$ cat config.mk
export PLATFORM = sky130hd
export DESIGN_NAME = cb_pll_divider
export DESIGN_NICKNAME = d
export VERILOG_FILES = /design/src/rtl/cb_synth_pkg.sv /design/src/rtl/cb_chan_rom.sv /design/src/rtl/tick_divider.sv /design/src/rtl/phase_freq_det.sv /design/src/rtl/cb_pll_divider.sv
export SDC_FILE = /design/constraint.sdc
export NUM_CORES = 1
export LEC_CHECK = 0
export BUFFER_PORTS_ARGS = -buffer_cell sky130_fd_sc_hd__buf_2
export CAP_MARGIN = 20
export CORE_MARGIN = 4
export CORE_UTILIZATION = 44
export CTS_CLUSTER_SIZE = 10
export DETAILED_ROUTE_END_ITERATION = 8
export PLACE_DENSITY = 0.63
export SYNTH_ARGS = -nofsm -noshare
export SYNTH_HDL_FRONTEND = slang
export SYNTH_SLANG_ARGS = --single-unit
$ cat constraint.sdc
create_clock -name clk -period 1.9 [get_ports clk]
set_clock_uncertainty 0.15 [all_clocks]
set_input_delay 0.095 -clock clk [delete_from_list [all_inputs] [get_ports clk]]
set_output_delay 0.095 -clock clk [all_outputs]
set_load 0.1 [all_outputs]
$ cat src/rtl/cb_synth_pkg.sv
package cb_synth_pkg;

  localparam int CODE_W   = 7;
  localparam int N_CH_ALL = 40;
  localparam int N_CH_SUB = 22;

  // Receive feedback ratio of a channel: 5 kHz steps above the mixer offset.
  // Channels 1..22 move in 10 kHz steps with an extra 10 kHz gap after
  // every fourth channel; 23..25 are out of order; 26..40 are contiguous.
  function automatic int rx_ratio(input int ch);
    int r;
    if (ch <= 22)      r = 1206 + 2 * (ch - 1) + 2 * (ch / 4);
    else if (ch == 23) r = 1264;
    else if (ch == 24) r = 1260;
    else if (ch == 25) r = 1262;
    else               r = 1266 + 2 * (ch - 26);
    return r;
  endfunction

endpackage

$ cat src/rtl/cb_chan_rom.sv
module cb_chan_rom
  import cb_synth_pkg::*;
#(
  parameter int N_W    = 11,
  parameter int NUM_CH = 40,
  parameter int TX_OFS = 91
) (
  input  logic [CODE_W-1:0] code,
  input  logic              tx,
  output logic              valid,
  output logic [N_W-1:0]    ratio
);

  localparam int N_LO = rx_ratio(1);
  localparam int N_HI = rx_ratio(NUM_CH) + TX_OFS;

  always_comb begin
    int base;
    valid = (code >= CODE_W'(1)) && (code <= CODE_W'(NUM_CH));
    base  = rx_ratio(int'(code));
    ratio = N_W'(base + (tx ? TX_OFS : 0));
    if (valid) begin

      range_chk: assert (int'(ratio) >= N_LO && int'(ratio) <= N_HI);
    end
  end

endmodule

$ cat src/rtl/tick_divider.sv
module tick_divider #(
  parameter int W = 12
) (
  input  logic         clk,
  input  logic         rst_n,
  input  logic         tick,
  input  logic [W-1:0] period,
  output logic         pulse
);

  logic [W-1:0] cnt_q, cnt_d;
  logic         pulse_q, pulse_d;
  logic         term;

  always_comb begin
    term    = tick && (cnt_q == '0);
    cnt_d   = cnt_q;
    pulse_d = term;
    if (tick) begin
      if (term) cnt_d = period - W'(1);
      else      cnt_d = cnt_q - W'(1);
    end
  end

  always_ff @(posedge clk or negedge rst_n) begin
    if (!rst_n) begin
      cnt_q   <= '0;
      pulse_q <= 1'b0;
    end else begin
      cnt_q   <= cnt_d;
      pulse_q <= pulse_d;
    end
  end

  assign pulse = pulse_q;


  hold_chk: assert property (@(posedge clk) disable iff (!rst_n)
    !tick |=> $stable(cnt_q));


  step_chk: assert property (@(posedge clk) disable iff (!rst_n)
    (tick && cnt_q != '0) |=> (cnt_q == $past(cnt_q) - W'(1)));


  pulse_chk: assert property (@(posedge clk) disable iff (!rst_n)
    pulse_q |-> ($past(tick) && $past(cnt_q) == '0));

endmodule

$ cat src/rtl/phase_freq_det.sv
module phase_freq_det #(
  parameter int LOCK_WIN = 8,
  parameter int LOCK_CNT = 16
) (
  input  logic clk,
  input  logic rst_n,
  input  logic enable,
  input  logic ref_ev,
  input  logic fb_ev,
  output logic up,
  output logic dn,
  output logic locked
);

  localparam int WID_MAX = LOCK_WIN + 1;
  localparam int WID_W   = $clog2(WID_MAX + 1);
  localparam int STK_W   = $clog2(LOCK_CNT + 1);

  logic             up_q, up_d, dn_q, dn_d, lock_q, lock_d;
  logic [WID_W-1:0] width_q, width_d;
  logic [STK_W-1:0] streak_q, streak_d;
  logic             done, in_window;

  always_comb begin
    done      = (up_q && fb_ev) || (dn_q && ref_ev) ||
                (ref_ev && fb_ev && !up_q && !dn_q);
    in_window = (width_q <= WID_W'(LOCK_WIN));
    up_d      = up_q;
    dn_d      = dn_q;
    width_d   = width_q;
    streak_d  = streak_q;
    lock_d    = lock_q;
    if (!enable) begin
      up_d     = 1'b0;
      dn_d     = 1'b0;
      width_d  = '0;
      streak_d = '0;
      lock_d   = 1'b0;
    end else if (done) begin
      up_d    = 1'b0;
      dn_d    = 1'b0;
      width_d = '0;
      if (!in_window)                          streak_d = '0;
      else if (streak_q != STK_W'(LOCK_CNT))   streak_d = streak_q + STK_W'(1);
      if (streak_d == STK_W'(LOCK_CNT))        lock_d = 1'b1;
      else if (!in_window)                     lock_d = 1'b0;
    end else begin
      if (ref_ev && !dn_q) up_d = 1'b1;
      if (fb_ev && !up_q)  dn_d = 1'b1;
      if ((up_q || dn_q) && width_q != WID_W'(WID_MAX))
        width_d = width_q + WID_W'(1);
      if (!in_window) begin
        streak_d = '0;
        lock_d   = 1'b0;
      end
    end
  end

  always_ff @(posedge clk or negedge rst_n) begin
    if (!rst_n) begin
      up_q     <= 1'b0;
      dn_q     <= 1'b0;
      lock_q   <= 1'b0;
      width_q  <= '0;
      streak_q <= '0;
    end else begin
      up_q     <= up_d;
      dn_q     <= dn_d;
      lock_q   <= lock_d;
      width_q  <= width_d;
      streak_q <= streak_d;
    end
  end

  assign up     = up_q;
  assign dn     = dn_q;
  assign locked = lock_q;


  excl_chk: assert property (@(posedge clk) disable iff (!rst_n)
    !(up_q && dn_q));


  lock_drop_chk: assert property (@(posedge clk) disable iff (!rst_n)
    (width_q > WID_W'(LOCK_WIN)) |=> !lock_q);

endmodule

$ cat src/rtl/cb_pll_divider.sv
module cb_pll_divider
  import cb_synth_pkg::*;
#(
  parameter int REF_DIV  = 2048,
  parameter int TX_OFS   = 91,
  parameter bit FULL_SET = 1'b1,
  parameter int LOCK_WIN = 8,
  parameter int LOCK_CNT = 16
) (
  input  logic              clk,
  input  logic              rst_n,
  input  logic [CODE_W-1:0] chan_code,
  input  logic              tx_sel,
  input  logic              ref_tick,
  input  logic              vco_tick,
  output logic              ref_pulse,
  output logic              fb_pulse,
  output logic              pump_up,
  output logic              pump_dn,
  output logic              locked
);

  localparam int NUM_CH = FULL_SET ? N_CH_ALL : N_CH_SUB;
  localparam int N_MAX  = rx_ratio(NUM_CH) + TX_OFS;
  localparam int N_W    = $clog2(N_MAX + 1);
  localparam int REF_W  = $clog2(2 * REF_DIV + 1);

  logic             rst_s1_q, rst_s2_q;
  logic             chan_ok;
  logic [N_W-1:0]   n_rom, n_hold_q, n_hold_d, n_use;
  logic [REF_W-1:0] ref_period;

  // reset: asserts at once, releases after two clock edges
  always_ff @(posedge clk or negedge rst_n) begin
    if (!rst_n) begin
      rst_s1_q <= 1'b0;
      rst_s2_q <= 1'b0;
    end else begin
      rst_s1_q <= 1'b1;
      rst_s2_q <= rst_s1_q;
    end
  end

  cb_chan_rom #(.N_W(N_W), .NUM_CH(NUM_CH), .TX_OFS(TX_OFS)) u_rom (
    .code  (chan_code),
    .tx    (tx_sel),
    .valid (chan_ok),
    .ratio (n_rom)
  );

  always_comb begin
    n_hold_d = chan_ok ? n_rom : n_hold_q;
    n_use    = n_hold_d;
  end

  always_ff @(posedge clk or negedge rst_s2_q) begin
    if (!rst_s2_q) n_hold_q <= N_W'(rx_ratio(1));
    else           n_hold_q <= n_hold_d;
  end

  assign ref_period = tx_sel ? REF_W'(2 * REF_DIV) : REF_W'(REF_DIV);

  tick_divider #(.W(REF_W)) u_ref_div (
    .clk    (clk),
    .rst_n  (rst_s2_q),
    .tick   (ref_tick),
    .period (ref_period),
    .pulse  (ref_pulse)
  );

  tick_divider #(.W(N_W)) u_fb_div (
    .clk    (clk),
    .rst_n  (rst_s2_q),
    .tick   (vco_tick),
    .period (n_use),
    .pulse  (fb_pulse)
  );

  phase_freq_det #(.LOCK_WIN(LOCK_WIN), .LOCK_CNT(LOCK_CNT)) u_pfd (
    .clk    (clk),
    .rst_n  (rst_s2_q),
    .enable (chan_ok),
    .ref_ev (ref_pulse),
    .fb_ev  (fb_pulse),
    .up     (pump_up),
    .dn     (pump_dn),
    .locked (locked)
  );


  off_chk: assert property (@(posedge clk) disable iff (!rst_s2_q)
    !chan_ok |=> (!pump_up && !pump_dn && !locked));

endmodule

* Word level (Yosys, flattened, before mapping)
Index checks and enable logic that the tools add are counted.
** Cells by class
- Add/subtract/negate cells :: 12
- Magnitude comparators :: 4
- Equal/unequal tests :: 10
- Multiplexer cells :: 29
- Reduce and logical (&&, ||, !) cells :: 18
** Operator list (count)
- 11-bit 2-to-1 mux :: 6
- 5-bit 2-to-1 mux :: 7
- 13-bit 2-to-1 mux :: 2
- 13-bit by 1-bit subtractor with 13-bit output, second input constant :: 2
- 11-bit by 9-bit adder with 11-bit output, first input constant :: 2
- 11-bit by 1-bit subtractor with 11-bit output, second input constant :: 2
- 7-bit by 6-bit equality test with 1-bit output, second input constant :: 3
- 13-bit zero test :: 1
- 4-bit 2-to-1 mux :: 3
- 11-bit adder :: 1
- 11-bit by 7-bit adder with 11-bit output :: 1
- 1-bit logical AND :: 11
- 11-bit zero test :: 1
- 1-bit 2-to-1 mux :: 10
- 3-bit by 1-bit inequality test with 1-bit output, second input constant :: 3
- 7-bit by 1-bit subtractor with 8-bit output, second input constant :: 1
- 7-bit by 5-bit subtractor with 8-bit output, second input constant :: 1
- 7-bit by 1-bit greater-or-equal comparator with 1-bit output, second input constant :: 1
- 7-bit by 5-bit less-or-equal comparator with 1-bit output, second input constant :: 1
- 7-bit by 6-bit less-or-equal comparator with 1-bit output, second input constant :: 1
- 7-bit 2-to-1 mux :: 1
- 5-bit by 1-bit adder with 5-bit output, second input constant :: 1
- 5-bit equality test, second input constant :: 1
- 5-bit inequality test, second input constant :: 1
- other kinds (6) :: 9
** Word-level totals
- Bits in registers :: 51
- Input port bits :: 12
- Output and inout port bits :: 5

* Depth between registers and ports, before layout
- Depth after elaboration :: 10
- Gate-level depth with buffers :: 22
- Depth with buffers taken out :: 21

* Modules after synthesis
From an unflattened synthesis, not the netlist that was laid out.
** Unflattened totals
- Cell total of the unflattened synthesis :: 527
- Area, all modules :: 4639.4 µm²
** Modules (own cells, without submodules)
- cb_chan_rom :: times used 1, cells an instance 187, area an instance 1306.3 µm², seq. area each 0.0 µm²
- tick_divider at u_ref_div :: times used 1, cells an instance 128, area an instance 1107.3 µm², seq. area each 350.3 µm²
- tick_divider at u_fb_div :: times used 1, cells an instance 104, area an instance 955.9 µm², seq. area each 300.3 µm²
- phase_freq_det :: times used 1, cells an instance 80, area an instance 753.2 µm², seq. area each 300.3 µm²
- cb_pll_divider :: times used 1, cells an instance 28, area an instance 516.7 µm², seq. area each 332.8 µm²

* Least setup slack after synthesis
OpenSTA, ideal clock, no wires.
- Path kind :: input to register
- Start point :: input port chan_code[2]
- End point :: register u_fb_div.cnt_q[10]
- Library setup time :: 0.080 ns
- Data arrival time :: 3.733 ns
- Data required time :: 1.670 ns
- Path slack :: -2.063 ns
- Stages :: 21
- Path buffers :: 1
- Path through :: buf_4 inv_1 ha_1 nand2_1 nand2_1 xnor2_1 ha_1 inv_1 ha_1 a21o_1 a21oi_1 xor2_1 a21oi_1 ha_1 inv_1 o21bai_1 o311ai_1 o311ai_0 o211ai_2 nor4_1 xnor2_1
** Between the ends
- Word-level cells in the longest chain between the ends :: 10
- Elaborated cells between the ends (all ways) :: 20
- Classes of those cells :: add/sub: 7; order compare: 3; eq/ne: 3; mux: 6; reduce/logical: 1
** Ends and longest elaborated chain
- start: declaration :: line cb_pll_divider.sv:12 : input logic [CODE_W-1:0] chan_code,
- parallel branches: the longest is 7 deep, another holds 11-bit by 9-bit adder with 11-bit output
- 11-bit 2-to-1 mux (*) :: line cb_pll_divider.sv:52 : n_hold_d = chan_ok ? n_rom : n_hold_q;
- 11-bit by 1-bit subtractor with 11-bit output (*) :: line tick_divider.sv:20 : if (term) cnt_d = period - W'(1);
- 11-bit 2-to-1 mux (*) :: line tick_divider.sv:20
- end signal: assignment :: line tick_divider.sv:30 : cnt_q <= cnt_d;
- end: declaration :: line tick_divider.sv:11 : logic [W-1:0] cnt_q, cnt_d;
Mark *: on every way between the ends.
A chain may end at the register's enable or synchronous reset.

* Worst setup path after layout
- Start point :: input port chan_code[0]
- End point :: register u_fb_div.cnt_q[6]
Same word-level chain as after synthesis.

==> reports/results.tsv <==
stage	metric	value	unit
timing	unrepaired setup endpoints after global routing	yes	
drt	number of detailed-route iterations in the first pass	4	
critical_path	worst-case register-to-register setup slack	-770	ps
cells_and_area	share of layout cells above drive strength 1	0.5126	
critical_path	worst r2r dst	u_fb_div.cnt_q[3]$_DFFE_PN0P_	
cells_and_area	Layout Cell Area excl Fill	6409	µm²
global_routing	vias in the first global route	3967	
drt	drt total wl	11220	µm
logic_synthesis	Post-Synth XOR/XNOR Area	0.09689	
logic_synthesis	count of synthesis-stage warnings from yosys	0	
min_path	hold endpoint	u_ref_div.cnt_q[2]$_DFFE_PN0P_	
power_and_ir_drop	cell leakage power	2.850	nW
critical_path	Critical Path AT	3630	ps
logic_synthesis	dominant synthesized flop cell	sky130_fd_sc_hd__dfrtp_1	
drt	number of nets with antenna violations after routing	0	
clock_tree	buffer depth of the longest clock path	2	
critical_path	worst r2r path cells	13	
global_routing	Total Routing Usage GR	0.2016	
clock_tree	CTS tree	built	
global_routing	met1 Resource Use GR	0.2692	
status	run status	finished, violations left	
global_routing	maximum number of pins on one net before global-route repair	50	
logic_synthesis	Compound-Gate Fraction of Synth Area	0.1983	
critical_path	cell repeated most along the worst path	sky130_fd_sc_hd__ha_4	
drt	DRC violation count after routing	0	
timing	total setup violations reported at the end of the flow	26	
logic_synthesis	main area contributors after synthesis	sky130_fd_sc_hd__dfrtp_1 (27%), sky130_fd_sc_hd__ha_1 (9.1%), sky130_fd_sc_hd__xnor2_1 (5.1%)	
cells_and_area	Final #Nets	676	
timing	worst slew margin relative to its limit	0.6575	
power_and_ir_drop	areal power density over the cells	888.3	nW/µm²
placed_design	worst slack at placement	-2217	ps
critical_path	CP peak stage delay	510	ps
min_path	class of the tightest hold or removal check	input port to register	
clock_tree	Reg clk slew, reported paths	100	ps
global_routing	wire length of the first global-routing pass	18600	µm
logic_synthesis	post-synthesis share of cell area spent on and, or, nand and nor gates	0.2303	
timing	PnR worst setup slack	-1678	ps
drt	DR vias	4035	
global_routing	initial antenna violation count	0	
logic_synthesis	count of flip-flops with a built-in enable after synthesis	0	
clock_tree	Worst-Skew Late Latency	310	ps
cells_and_area	area added between synthesis and finish	54.60	%
placed_design	gp weighted congestion	0.8688	
logic_synthesis	Synthesized Nets	506	
status	violations in the final reports	negative setup slack	
logic_synthesis	area share of fa/ha/maj cells after synthesis	0.09538	
min_path	depth of the worst hold-timing path	4	
logic_synthesis	gate count of the mapped netlist	463	
global_routing	global route overflow	0	
critical_path	Critical Path Sink Type	register	
floorplan	total core area	9196	µm²
timing	post-route fraction of the period consumed by the critical path	1.883	
critical_path	required time worst endpoint	1950	ps
placed_design	dpl hpwl	7843	µm
logic_synthesis	FFs w/ async S/R, synth	1.000	
logic_synthesis	syn avg cell area	8.953	µm²
clock_tree	clock root cell	sky130_fd_sc_hd__clkbuf_8	
critical_path	type of the worst setup path	input port to register	
critical_path	startpoint of the most critical register-to-register path	u_fb_div.cnt_q[3]$_DFFE_PN0P_	
timing	final hold viol count	0	
clock_tree	CTS H-Tree Depth	2	
drt	number of DRC markers after the initial detailed-route iteration	185	
logic_synthesis	synthesized flop and latch total	51	
min_path	Hold Crit Start	ref_tick	
placed_design	Area after DPL	5383	µm²
flow_run	count of maximum capacitance violations	0	
floorplan	area of the die	11040	µm²
global_routing	met2 Track Usage GR	0.3451	
logic_synthesis	Netlist Area Pre-Place	4145	µm²
timing	measured slew at the worst slew-check pin	510.3	ps
floorplan	die outline height	105.1	µm
power_and_ir_drop	Max VDD drop	0.7578	mV
drt	vias per inst	5.416	
critical_path	chain of cells forming the critical path	buf_6 > inv_4 > ha_4 > ha_4 > inv_2 > ha_4 > fa_2 > a21o_1 > ha_4 > xor2_1 > or4_1 > or3_4 > nand3_4 > nand2_4 > nor3_4 > nand2_2 > xor2_1 > mux2_4	
logic_synthesis	largest family of logic cells by synthesized area	simple AND/OR/NAND/NOR gates	
floorplan	die span in x	105.1	µm
placed_design	count of buffers from port buffering	16	
global_routing	routing usage on met3	0.02841	
floorplan	Starting Density	0.4507	
global_routing	grt peak-use layer	met2	
clock_tree	clock sink count	51	
critical_path	maximum fanout encountered on the critical timing path	3	
drt	average wire per cell in the routed design	15.06	µm
clock_tree	number of buffers created by CTS	5	
logic_synthesis	biggest area consumer among synthesized cells	sky130_fd_sc_hd__dfrtp_1	
timing	maximum achievable frequency	279.5	MHz
floorplan	number of placement rows	35	
critical_path	library cell contributing the largest single delay on the critical path	sky130_fd_sc_hd__fa_2	
timing	number of pins with negative max-slew slack in the final report	0	
power_and_ir_drop	overall power of the completed layout	5.693	mW
logic_synthesis	sequential area share after synthesis	0.3097	
timing	final critical-path required period	3578	ps
logic_synthesis	portion of netlist area occupied by mux cells	0.01781	
logic_synthesis	area share of the leading cell type in the synthesized netlist	0.2717	
critical_path	crit start category	input port	
cells_and_area	antenna cells	0	
floorplan	count of boundary I/O pins	17	
logic_synthesis	number of different library cells in the post-synthesis netlist	80	
cell usage after synthesis (3+ instances only):
master                     instances
sky130_fd_sc_hd__buf_4             4
sky130_fd_sc_hd__dfrtp_1          45
sky130_fd_sc_hd__nor2_1           41
sky130_fd_sc_hd__o21bai_1          4
sky130_fd_sc_hd__nor4_1            6
sky130_fd_sc_hd__nand2b_1          3
sky130_fd_sc_hd__inv_1            29
sky130_fd_sc_hd__nor3b_1           3
sky130_fd_sc_hd__buf_6             3
sky130_fd_sc_hd__xor2_1           20
sky130_fd_sc_hd__a21o_1            6
sky130_fd_sc_hd__or2_2             3
sky130_fd_sc_hd__a211oi_1          5
sky130_fd_sc_hd__or3_1             5
sky130_fd_sc_hd__o31ai_1           4
sky130_fd_sc_hd__or4_1             6
sky130_fd_sc_hd__nand3_1          12
sky130_fd_sc_hd__o21ai_0          23
sky130_fd_sc_hd__a31oi_1           6
sky130_fd_sc_hd__nor3_1            7
sky130_fd_sc_hd__mux2_2            3
sky130_fd_sc_hd__dfstp_2           6
sky130_fd_sc_hd__ha_1             30
sky130_fd_sc_hd__o31ai_2           3
sky130_fd_sc_hd__nand2_1          47
sky130_fd_sc_hd__a21oi_1          28
sky130_fd_sc_hd__o21a_1            3
sky130_fd_sc_hd__mux2i_1           4
sky130_fd_sc_hd__and2_1            4
sky130_fd_sc_hd__clkbuf_1          5
sky130_fd_sc_hd__xnor2_1          24
sky130_fd_sc_hd__nand4_1          10
worst max-delay path: cells and delay by family:
family | cells | cell delay, ps
adder cells (fa/ha/maj) | 5 | 1330
AND/OR/NAND/NOR | 6 | 1300
AO/OA/AOI/OAI | 1 | 150
XOR/XNOR | 2 | 310
multiplexers | 1 | 250
buffers and inverters | 3 | 190
power breakdown:
part           total, mW  switching, mW  internal [mW]
combinational       3.22           1.48           1.74
sequential          1.69          0.273           1.41
clock              0.781          0.384          0.397
total               5.69           2.14           3.55
worst max path at each step:
stage | cells past startpoint | end | start | slack, ps
finish | 18 | u_fb_div.cnt_q[6]$_DFFE_PN0P_ | chan_code[0] | -1680
global route | 17 | u_fb_div.cnt_q[6]$_DFFE_PN0P_ | chan_code[1] | -1810
CTS | 18 | u_fb_div.cnt_q[6]$_DFFE_PN0P_ | chan_code[0] | -1550
detailed placement | 18 | u_fb_div.cnt_q[10]$_DFFE_PN0P_ | chan_code[1] | -2220
global placement | 18 | u_fb_div.cnt_q[10]$_DFFE_PN0P_ | chan_code[1] | -2120
floorplan | 17 | u_fb_div.cnt_q[10]$_DFFE_PN0P_ | chan_code[3] | -1820
metal layers:
layer  vias to the layer above  share of wire
li1                       2000              -
met1                      1954           0.45
met2                        65           0.52
met3                        16          0.025
met4                         0          0.010
met5                         -              0
registers in the layout, indices dropped and copies added, names as in the netlist:
signal           cells
u_pfd.dn             1
u_ref_div.cnt_q     13
u_pfd.streak_q       5
u_fb_div.cnt_q      11
u_fb_div.pulse       1
u_pfd.locked         1
rst_s1_q             1
u_pfd.up             1
u_pfd.width_q        4
u_ref_div.pulse      1
rst_s2_q             1
n_hold_q            11
kinds of logic after synthesis:
logic type,Yosys count
xor+xnor,45
mux,7
flops,51
other cells,1
simple gates,172
fa+ha+maj,31
buf+inv,43
compound gates,113
layout make-up:
cell class / count / area (µm²)
well taps: 111 / 138.9
inverters: 29 / 135.1
clock inverters: 3 / 46.29
flip-flops and latches: 51 / 1290
fillers: 650 / 2788
multi-input cells: 369 / 3278
clock buffers: 5 / 68.82
repair buffers: 177 / 1451
repair_timing:
action                                  4_1_cts  5_1_grt
setup buffers                                24       18
endpoints found under the setup margin       30       32
hold endpoints to repair                      4        0
resized for setup                            82       48
pin swaps                                    49       30
hold buffers                                  3        0
through the flow:
step	std cells	setup TNS [ps]	hold slack (ps)	utilization
after floorplan	463	-21570	-350.6	-
after global placement	694	-33060	-269.8	0.5853
after detailed placement	694	-34420	-269.0	0.5853
after CTS	727	-20330	4.096	0.6607
after global routing	745	-25280	34.59	0.6969
final	745	-22100	9.127	0.6969
cells in the final DEF, fill, tap and decap left out, types with 4 or more instances in the layout:
cell and n:
sky130_fd_sc_hd__and2_4 5, sky130_fd_sc_hd__a21oi_1 20, sky130_fd_sc_hd__buf_6 24, sky130_fd_sc_hd__a211oi_1 5, sky130_fd_sc_hd__o21ai_2 6, sky130_fd_sc_hd__ha_4 10, sky130_fd_sc_hd__a21oi_2 8, sky130_fd_sc_hd__o21ai_1 5
sky130_fd_sc_hd__nand3_4 5, sky130_fd_sc_hd__xor2_1 19, sky130_fd_sc_hd__ha_1 16, sky130_fd_sc_hd__o21ai_0 13, sky130_fd_sc_hd__xnor2_1 19, sky130_fd_sc_hd__buf_2 13, sky130_fd_sc_hd__a21o_1 6, sky130_fd_sc_hd__nor2_2 4
sky130_fd_sc_hd__nor2_1 36, sky130_fd_sc_hd__buf_12 4, sky130_fd_sc_hd__nand2_2 6, sky130_fd_sc_hd__nand3_1 8, sky130_fd_sc_hd__dfstp_2 6, sky130_fd_sc_hd__inv_1 18, sky130_fd_sc_hd__nand2_1 36, sky130_fd_sc_hd__clkbuf_8 5
sky130_fd_sc_hd__inv_2 7, sky130_fd_sc_hd__nand2_4 6, sky130_fd_sc_hd__buf_4 132, sky130_fd_sc_hd__ha_2 4, sky130_fd_sc_hd__dfrtp_1 40, sky130_fd_sc_hd__nand4_1 10, sky130_fd_sc_hd__nor4_4 4, sky130_fd_sc_hd__xnor2_2 6
sky130_fd_sc_hd__a31oi_1 5, sky130_fd_sc_hd__or3_4 4, sky130_fd_sc_hd__dfrtp_2 5
Power figures use the tool's default switching activity.
